## src/rtl/ssp_pkg.sv

```systemverilog
package ssp_pkg;
  localparam int unsigned RATE_W = 3;

  typedef struct packed {
    logic              master;
    logic              two_wire;
    logic              lsb_first;
    logic              tx_dir;
    logic [RATE_W-1:0] rate;
  } cfg_t;

  // half of the full serial period, in system clocks; unused codes fold onto code 0
  function automatic int unsigned half_period(logic [RATE_W-1:0] code);
    case (code)
      3'd1:    return 60;
      3'd2:    return 12;
      3'd3:    return 8;
      3'd4:    return 6;
      3'd5:    return 5;
      default: return 180;
    endcase
  endfunction
endpackage

```

## src/rtl/ssp_rate_div.sv

```systemverilog
module ssp_rate_div
  import ssp_pkg::*;
#(
  parameter int unsigned DIV_W = 8
) (
  input  logic              clk_i,
  input  logic              rst_ni,
  input  logic              run_i,
  input  logic [RATE_W-1:0] rate_i,
  output logic              tick_o
);
  logic [DIV_W-1:0] cnt_q, limit;

  assign limit  = DIV_W'(half_period(rate_i) - 1);
  assign tick_o = run_i && (cnt_q == limit);

  always_ff @(posedge clk_i or negedge rst_ni) begin
    if (!rst_ni)          cnt_q <= '0;
    else if (!run_i)      cnt_q <= '0;
    else if (tick_o)      cnt_q <= '0;
    else                  cnt_q <= cnt_q + 1'b1;
  end


  rate_bound_chk: assert property (@(posedge clk_i) disable iff (!rst_ni)
    run_i |-> cnt_q <= limit);
endmodule

```

## src/rtl/ssp_edge_sync.sv

```systemverilog
module ssp_edge_sync (
  input  logic clk_i,
  input  logic rst_ni,
  input  logic sck_i,
  output logic rise_o,
  output logic fall_o
);
  logic [2:0] sync_q;

  always_ff @(posedge clk_i or negedge rst_ni) begin
    if (!rst_ni) sync_q <= 3'b111;
    else         sync_q <= {sync_q[1:0], sck_i};
  end

  assign rise_o = sync_q[1] && !sync_q[2];
  assign fall_o = !sync_q[1] && sync_q[2];
endmodule

```

## src/rtl/ssp_shifter.sv

```systemverilog
module ssp_shifter #(
  parameter int unsigned DATA_W = 8,
  localparam int unsigned CNT_W = $clog2(DATA_W)
) (
  input  logic              clk_i,
  input  logic              rst_ni,
  input  logic              load_i,
  input  logic [DATA_W-1:0] load_data_i,
  input  logic              arm_i,
  input  logic              ev_fall_i,
  input  logic              ev_rise_i,
  input  logic              lsb_first_i,
  input  logic              sin_i,
  output logic              sout_o,
  output logic [DATA_W-1:0] data_o,
  output logic              last_o
);
  logic [DATA_W-1:0] sr_q, sr_shift;
  logic [CNT_W-1:0]  cnt_q;
  logic              out_q;

  assign sr_shift = lsb_first_i ? {sin_i, sr_q[DATA_W-1:1]}
                                : {sr_q[DATA_W-2:0], sin_i};
  assign last_o   = ev_rise_i && (cnt_q == CNT_W'(DATA_W - 1));

  always_ff @(posedge clk_i or negedge rst_ni) begin
    if (!rst_ni) begin
      sr_q  <= '0;
      cnt_q <= '0;
      out_q <= 1'b1;
    end else begin
      if (load_i)         sr_q <= load_data_i;
      else if (ev_rise_i) sr_q <= sr_shift;
      if (arm_i)          cnt_q <= '0;
      else if (ev_rise_i) cnt_q <= cnt_q + 1'b1;
      if (ev_fall_i)      out_q <= lsb_first_i ? sr_q[0] : sr_q[DATA_W-1];
    end
  end

  assign sout_o = out_q;
  assign data_o = sr_q;


  sr_hold_chk: assert property (@(posedge clk_i) disable iff (!rst_ni)
    !ev_rise_i && !load_i |=> $stable(sr_q));
endmodule

```

## src/rtl/ssp_port.sv

```systemverilog
module ssp_port
  import ssp_pkg::*;
#(
  parameter int unsigned DATA_W = 8,
  parameter int unsigned DIV_W  = 8
) (
  input  logic              clk_i,
  input  logic              rst_ni,
  input  logic              cfg_master_i,
  input  logic              cfg_two_wire_i,
  input  logic              cfg_lsb_first_i,
  input  logic              cfg_tx_dir_i,
  input  logic [RATE_W-1:0] cfg_rate_i,
  input  logic              wr_en_i,
  input  logic [DATA_W-1:0] wr_data_i,
  input  logic              start_i,
  input  logic              irq_clr_i,
  input  logic              sck_i,
  input  logic              si_i,
  input  logic              sd_i,
  output logic              sck_o,
  output logic              sck_oe_o,
  output logic              sd_o,
  output logic              sd_oe_o,
  output logic [DATA_W-1:0] rd_data_o,
  output logic              busy_o,
  output logic              irq_o
);
  cfg_t cfg_q;
  logic busy_q, irq_q, sck_q;
  logic go, tick, s_rise, s_fall, ev_rise, ev_fall, done;

  assign go = start_i && !busy_q;

  always_ff @(posedge clk_i or negedge rst_ni) begin
    if (!rst_ni) cfg_q <= '0;
    else if (go) cfg_q <= '{master: cfg_master_i, two_wire: cfg_two_wire_i,
                            lsb_first: cfg_lsb_first_i, tx_dir: cfg_tx_dir_i,
                            rate: cfg_rate_i};
  end

  ssp_rate_div #(.DIV_W(DIV_W)) i_rate_div (
    .clk_i, .rst_ni,
    .run_i  (busy_q && cfg_q.master),
    .rate_i (cfg_q.rate),
    .tick_o (tick)
  );

  ssp_edge_sync i_edge_sync (
    .clk_i, .rst_ni,
    .sck_i,
    .rise_o (s_rise),
    .fall_o (s_fall)
  );

  assign ev_fall = busy_q && (cfg_q.master ? (tick && sck_q)  : s_fall);
  assign ev_rise = busy_q && (cfg_q.master ? (tick && !sck_q) : s_rise);

  ssp_shifter #(.DATA_W(DATA_W)) i_shifter (
    .clk_i, .rst_ni,
    .load_i      (wr_en_i && !busy_q),
    .load_data_i (wr_data_i),
    .arm_i       (go),
    .ev_fall_i   (ev_fall),
    .ev_rise_i   (ev_rise),
    .lsb_first_i (cfg_q.lsb_first),
    .sin_i       (cfg_q.two_wire ? sd_i : si_i),
    .sout_o      (sd_o),
    .data_o      (rd_data_o),
    .last_o      (done)
  );

  always_ff @(posedge clk_i or negedge rst_ni) begin
    if (!rst_ni) begin
      busy_q <= 1'b0;
      irq_q  <= 1'b0;
      sck_q  <= 1'b1;
    end else begin
      if (go)        busy_q <= 1'b1;
      else if (done) busy_q <= 1'b0;
      if (done)           irq_q <= 1'b1;
      else if (irq_clr_i) irq_q <= 1'b0;
      if (cfg_q.master && tick) sck_q <= !sck_q;
    end
  end

  assign sck_o    = sck_q;
  assign sck_oe_o = cfg_master_i;
  assign sd_oe_o  = busy_q ? !(cfg_q.two_wire && !cfg_q.tx_dir)
                           : !(cfg_two_wire_i && !cfg_tx_dir_i);
  assign busy_o   = busy_q;
  assign irq_o    = irq_q;


  done_irq_chk: assert property (@(posedge clk_i) disable iff (!rst_ni)
    $fell(busy_q) |-> irq_q);

  idle_high_chk: assert property (@(posedge clk_i) disable iff (!rst_ni)
    !busy_q |-> sck_q);

  busy_start_chk: assert property (@(posedge clk_i) disable iff (!rst_ni)
    $rose(busy_q) |-> $past(start_i));

  rx_release_chk: assert property (@(posedge clk_i) disable iff (!rst_ni)
    $rose(busy_q) && $past(cfg_two_wire_i) && !$past(cfg_tx_dir_i) |-> !sd_oe_o);
endmodule

```

## config.mk

```make
export PLATFORM = sky130hd
export DESIGN_NAME = ssp_port
export DESIGN_NICKNAME = d
export VERILOG_FILES = /design/src/rtl/ssp_pkg.sv /design/src/rtl/ssp_rate_div.sv /design/src/rtl/ssp_edge_sync.sv /design/src/rtl/ssp_shifter.sv /design/src/rtl/ssp_port.sv
export SDC_FILE = /design/constraint.sdc
export NUM_CORES = 1
export LEC_CHECK = 0
export ABC_AREA = 1
export BUFFER_PORTS_ARGS = -buffer_cell sky130_fd_sc_hd__buf_2
export CAP_MARGIN = 10
export CORE_ASPECT_RATIO = 1.4
export CORE_UTILIZATION = 40
export CTS_CLUSTER_DIAMETER = 200
export DETAILED_ROUTE_END_ITERATION = 16
export PLACE_DENSITY = 0.63
export SYNTH_ARGS = -nofsm -noshare
export SYNTH_HDL_FRONTEND = slang
export SYNTH_SLANG_ARGS = --single-unit
```

## constraint.sdc

```tcl
create_clock -name clk_i -period 3.55 [get_ports clk_i]
set_input_delay 0.355 -clock clk_i [delete_from_list [all_inputs] [get_ports clk_i]]
set_output_delay 0.355 -clock clk_i [all_outputs]
set_load 0.02 [all_outputs]
```

==> Word-level counts from Yosys, hierarchy flattened <==
Index checks and enable logic that the tools add are counted.
{ "totals": {"ram_bits": 0, "regBits": 33, "mem_count": 0, "in_bits": 23, "elab_cells": 66, "out_inout_bits": 14, "mem_bits_ro": 0, "latch_bits": 0} }
{ "op_classes": {"magnitude_cmp": 0, "shifts": 0, "reduce_logical": 26, "multipliers": 0, "bitwise": 0, "add_sub_neg": 3, "muxes": 17, "div_mod_pow": 0, "eq_ne": 7} }
{ "op_table": {"columns": ["cell", "n"], "rows": [
  ["$mux 8", 5],
  ["$pmux 8 s5", 1],
  ["$logic_and 1x1->1", 14],
  ["$eq 3x3->1 const B", 3],
  ["$mux 1", 9],
  ["$add 8x1->8 const B", 1],
  ["$eq 8x8->1", 1],
  ["$logic_not 1->1", 8],
  ["$reduce_bool 2->1", 4],
  ["$sub 8x1->8 const B", 1],
  ["$eq 3x2->1 const B", 2],
  ["$mux 3", 2],
  ["$add 3x1->3 const B", 1],
  ["$eq 3x1->1 const B", 1]
]} }

==> Longest topological paths before layout <==
{ "depth": {"depth_word": 11, "ltp_mapped": 16, "ltp_nobuf": 16} }

==> By module <==
Synthesis repeated with hierarchy kept, for this count alone.
{ "hier_totals": {"hier_cells": 254, "area_unflattened_um2": 1901.8} }
{ "by_module_without_submodules": {"columns": ["module", "area_per_inst_um2", "cells_per_inst", "seq_area_each_um2", "n_inst"], "rows": [
  ["ssp_shifter", 716.9, 104, 301.5, 1],
  ["ssp_rate_div", 578.1, 83, 200.2, 1],
  ["ssp_port", 513.0, 60, 251.5, 1],
  ["ssp_edge_sync", 93.8, 7, 78.8, 1]
]} }

==> Least setup slack after synthesis <==
No wires, ideal clock.
{ "synth_path": {"path_type": "reg-to-reg", "start": "register cfg_q[0] (netlist name)", "end": "register i_shifter.sr_q[1] (netlist: i_shifter.data_o[1])", "n_path_buf": 1, "stages_incl_launch_ff": 17, "arrival_ps": 1802, "period_less_slack_ps": 1918, "slack_ps": 1632, "required_ps": 3433, "cell_sequence": "dfrtp_1 -> inv_1 -> nand3_1 -> ha_1 -> nand2_1 -> inv_1 -> nor2_1 -> nand2_1 -> nor2_2 -> nand2_1 -> nor2_2 -> nand3_2 -> nand2_4 -> nand2_4 -> buf_6 -> nand3_2 -> nand2_1"} }
{ "synth_via": {"elab_chain_cells": 9, "word_cells_on_any_way": 13, "classes_between": "1 x add/sub; 6 x eq/ne; 2 x mux; 4 x reduce/logical"} }
{ "synth_rtl": {"columns": ["element", "line", "source"], "rows": [
  ["start: declaration", "ssp_port.sv:29", "cfg_t cfg_q;"],
  ["start signal: assignment", "ssp_port.sv:37", "else if (go) cfg_q <= '{master: cfg_master_i, two_wire: cfg_two_wire_i,"],
  ["$eq 3x3->1 (tied with other cells)", "ssp_pkg.sv:14", "case (code)"],
  ["$pmux 8 s5 *", "ssp_pkg.sv:14", null],
  ["$sub 8x1->8 *", "ssp_rate_div.sv:14", "assign limit = DIV_W'(half_period(rate_i) - 1);"],
  ["$eq 8x8->1 *", "ssp_rate_div.sv:15", "assign tick_o = run_i && (cnt_q == limit);"],
  ["$logic_and 1x1->1 *", "ssp_rate_div.sv:15", null],
  ["$logic_and 1x1->1 *", "ssp_port.sv:57", "assign ev_rise = busy_q && (cfg_q.master ? (tick && !sck_q) : s_rise);"],
  ["$mux 1 *", "ssp_port.sv:57", null],
  ["$logic_and 1x1->1 *", "ssp_port.sv:57", null],
  ["$reduce_bool 2->1 (no source line) *", null, null],
  ["end signal: assignment", "ssp_shifter.sv:32", "if (load_i) sr_q <= load_data_i;"],
  ["end signal: assignment", "ssp_shifter.sv:33", "else if (ev_rise_i) sr_q <= sr_shift;"],
  ["end: declaration", "ssp_shifter.sv:18", "logic [DATA_W-1:0] sr_q, sr_shift;"]
]} }
Every way passes the cells marked *; elsewhere a longest branch is shown, timed or not.
A chain may end at the register's enable or synchronous reset.

==> Worst setup path after layout <==
{ "layout_path": {"start": "register cfg_q[0] (netlist name)", "end": "register i_shifter.sr_q[4] (netlist: i_shifter.data_o[4])"} }
Same word-level chain as after synthesis.

==> out/metrics.yaml <==
outcome: "complete, no violations"
ir_drop_mv: 0.336
dpl_cell_area_um2: 2090
cp_common_cell: "nand2_1"
worst_pin_slew_ns: 0.731
clkTransAtPathRegs_ns: 0.07
worst_hold_slack_ns: 0.120
grt_pass1_wl_mm: 6.67
cts_setup_buffers: 0
gr-total-overflow: 0
rsz0062_at_grt: "no"
p_per_area_nw_per_um2: 771
core_um2: 4540
tns_ns: 0
routed_wl_mm: 3.79
reg2reg_from: "cfg_q[0]$_DFFE_PN0P_"
maxSlewViolCount: 0
hold_violations: 0
grt_pass1_vias: 1512
fin_util: 0.486
syn_avg_cell_area_um2: 8.20
clkLatencyLatePin_ns: 0.29
cpPeakStageDelay_ns: 0.43
numCtsBuffers: 5
yosysMostFrequentCell: "nand2_1"
yosysWarnings: 0
crit_fanout: 12
cts_tree: "done"
synth_nets: 257
required_ns: 3.78
final_area_um2: 2200
detail_route.wl_per_cell_um: 11.6
areaGrowthSynthToFinish_pct: 16.8
cp_top_family: "simple AND/OR/NAND/NOR gates"
finalCritPeriodShare: 0.585
netlist_top_cells_area: "dfrtp_1 (37%), nand2_1 (13%), nand3_2 (7.4%)"
nets: 292
cts_resized: 0
relSlewSlack: 0.513
drive_gt1_frac: 0.293
synth_largest_area_cell: "dfrtp_1"
holdBufCountCts: 0
synthCells: 230
drc_errors: 0
pin_count: 37
dieHeight_um: 83.2
cts_buffer_depth: 2
rr_worst_depth: 16
drt_iter0_drc: 51
grt_max_degree: 34
die_w_um: 60.0
ys.flop_type: "dfrtp_1"
diodes: 0
clkSinkCount: 33
worstSetupPathType: "flop to flop"
crit_chain: "inv_1, nand3_1, ha_1, nand2_1, inv_1, nor2_1, nand2_1, nor2_2, nand2_1, nor2_2, nand3_2, nand2_4, nand2_4, nand2_4, nand2_1, nand2_1"
drtAntennaViolNets: 0
firstDrtPassIters: 4
h-tree-depth: 2
crit_path_top_delay_cell: "dfrtp_1"
grt_usage: 0.177
synth_commonest_cells: "nand2_1 (63), dfrtp_1 (28), inv_1 (20), nor2_1 (20), o21ai_0 (17)"
avgViaCountPerCell: 4.73
ys_types: 31
place_congestion: 0.764
synth-seq-cells: 33
drv_cap: 0
antenna_found_initial: 0
critPathArrivalTime_ns: 2.31
min_period_ns: 2.08
critPathCaptureType: "flop"
synth_edf_count: 0
async_reset_ff_frac: 1.00
synth-seq-area-share: 0.441
fmax_mhz: 481
path_buf_inv: 2
start_kind: "flop"
cts_root_buf: "clkbuf_8"
initial_core_util: 0.416
num_rows: 29
synth_area_um2: 1890
synth_top_area_frac: 0.372
reg2reg_slack_ns: 1.47
die-area_um2: 5000
portBuffers: 36
skew_ns: 0.0101
min_path_type: "input pin to asynchronous set/reset pin"
total_leakage_power_nw: 1.11
setup_viol: 0
rr_endpoint: "i_shifter.data_o[4]$_DFFE_PN0P_"
num_vias: 1552
dp_hpwl_mm: 2.85
## kinds of logic after synthesis
| logic type | count (synthesis) | share of synthesized area |
|---|---|---|
| mux | 3 | 0.0173 |
| simple gates | 127 | 0.342 |
| fa+ha+maj | 4 | 0.0265 |
| xor+xnor | 5 | 0.0232 |
| compound gates | 28 | 0.0750 |
| buf+inv | 30 | 0.0743 |
| flops | 33 | 0.441 |
## registers in the layout (all words and copies together), names as in the netlist, 3 cells and up
| register | cells |
|---|---|
| i_rate_div.cnt_q | 8 |
| i_shifter.data_o | 8 |
| cfg_q | 7 |
| i_edge_sync.sync_q | 3 |
| i_shifter.cnt_q | 3 |
## report_power, final
group / leakage, nW / total, mW / internal, mW / switching, mW
clock: 0.0585 / 0.369 / 0.229 / 0.140
sequential: 0.405 / 0.639 / 0.499 / 0.140
combinational: 0.646 / 0.688 / 0.271 / 0.417
## metal layers
metal	up-vias	wire length (um)	track usage
met1	719	1690	0.216
met5	-	0	0
met3	6	105	0.0374
met2	24	1930	0.292
li1	803	-	-
met4	0	59	0.0740
## cell usage in the layout (no fill, tap or decap), drive strengths merged
master | synthesis | layout
nand3 | 28 | 28
or2 | 1 | 1
xnor2 | 2 | 2
buf | 5 | 36
inv | 22 | 22
nor3 | 2 | 2
bufinv | 0 | 1
a31oi | 1 | 1
o21ai | 19 | 19
or3 | 1 | 1
nand4 | 1 | 1
a21oi | 8 | 8
nor2 | 24 | 24
mux2 | 2 | 2
mux2i | 1 | 1
nand2 | 69 | 69
xor2 | 3 | 3
dfstp | 5 | 5
nand3b | 1 | 1
ha | 4 | 4
clkbuf | 3 | 7
dfrtp | 28 | 28
## final cells by class
class | instances | area [um2]
inverters | 22 | 82.6
well taps | 62 | 77.6
multi-input cells | 167 | 913
fillers | 458 | 2330
clock buffers | 7 | 86.3
repair buffers | 36 | 180
flip-flops and latches | 33 | 832
clock inverters | 1 | 30.0
## how the worst max path moves through the flow
stage / slack, ns / end / from / cells after the start
2_1_floorplan: 1.63 / i_shifter.data_o[1]$_DFFE_PN0P_ / cfg_q[0]$_DFFE_PN0P_ / 16
3_3_place_gp: 1.52 / i_shifter.data_o[7]$_DFFE_PN0P_ / busy_o$_DFFE_PN0P_ / 7
3_5_place_dp: 1.47 / i_shifter.data_o[2]$_DFFE_PN0P_ / cfg_q[0]$_DFFE_PN0P_ / 16
4_1_cts: 1.46 / i_shifter.data_o[3]$_DFFE_PN0P_ / cfg_q[0]$_DFFE_PN0P_ / 16
5_1_grt: 1.22 / i_shifter.data_o[2]$_DFFE_PN0P_ / busy_o$_DFFE_PN0P_ / 7
6_report: 1.47 / i_shifter.data_o[4]$_DFFE_PN0P_ / cfg_q[0]$_DFFE_PN0P_ / 16
## per-stage QoR
stage / instances / power (mW) / worst slack, ns
6_report: 328 / 1.70 / 1.47
5_1_grt: 328 / 1.85 / 1.22
4_1_cts: 328 / 1.72 / 1.46
3_5_place_dp: 320 / 1.34 / 1.47
3_3_place_gp: 320 / 1.33 / 1.52
2_1_floorplan: 230 / 1.17 / 1.63
Note: power is estimated with default switching activity, not from simulation.
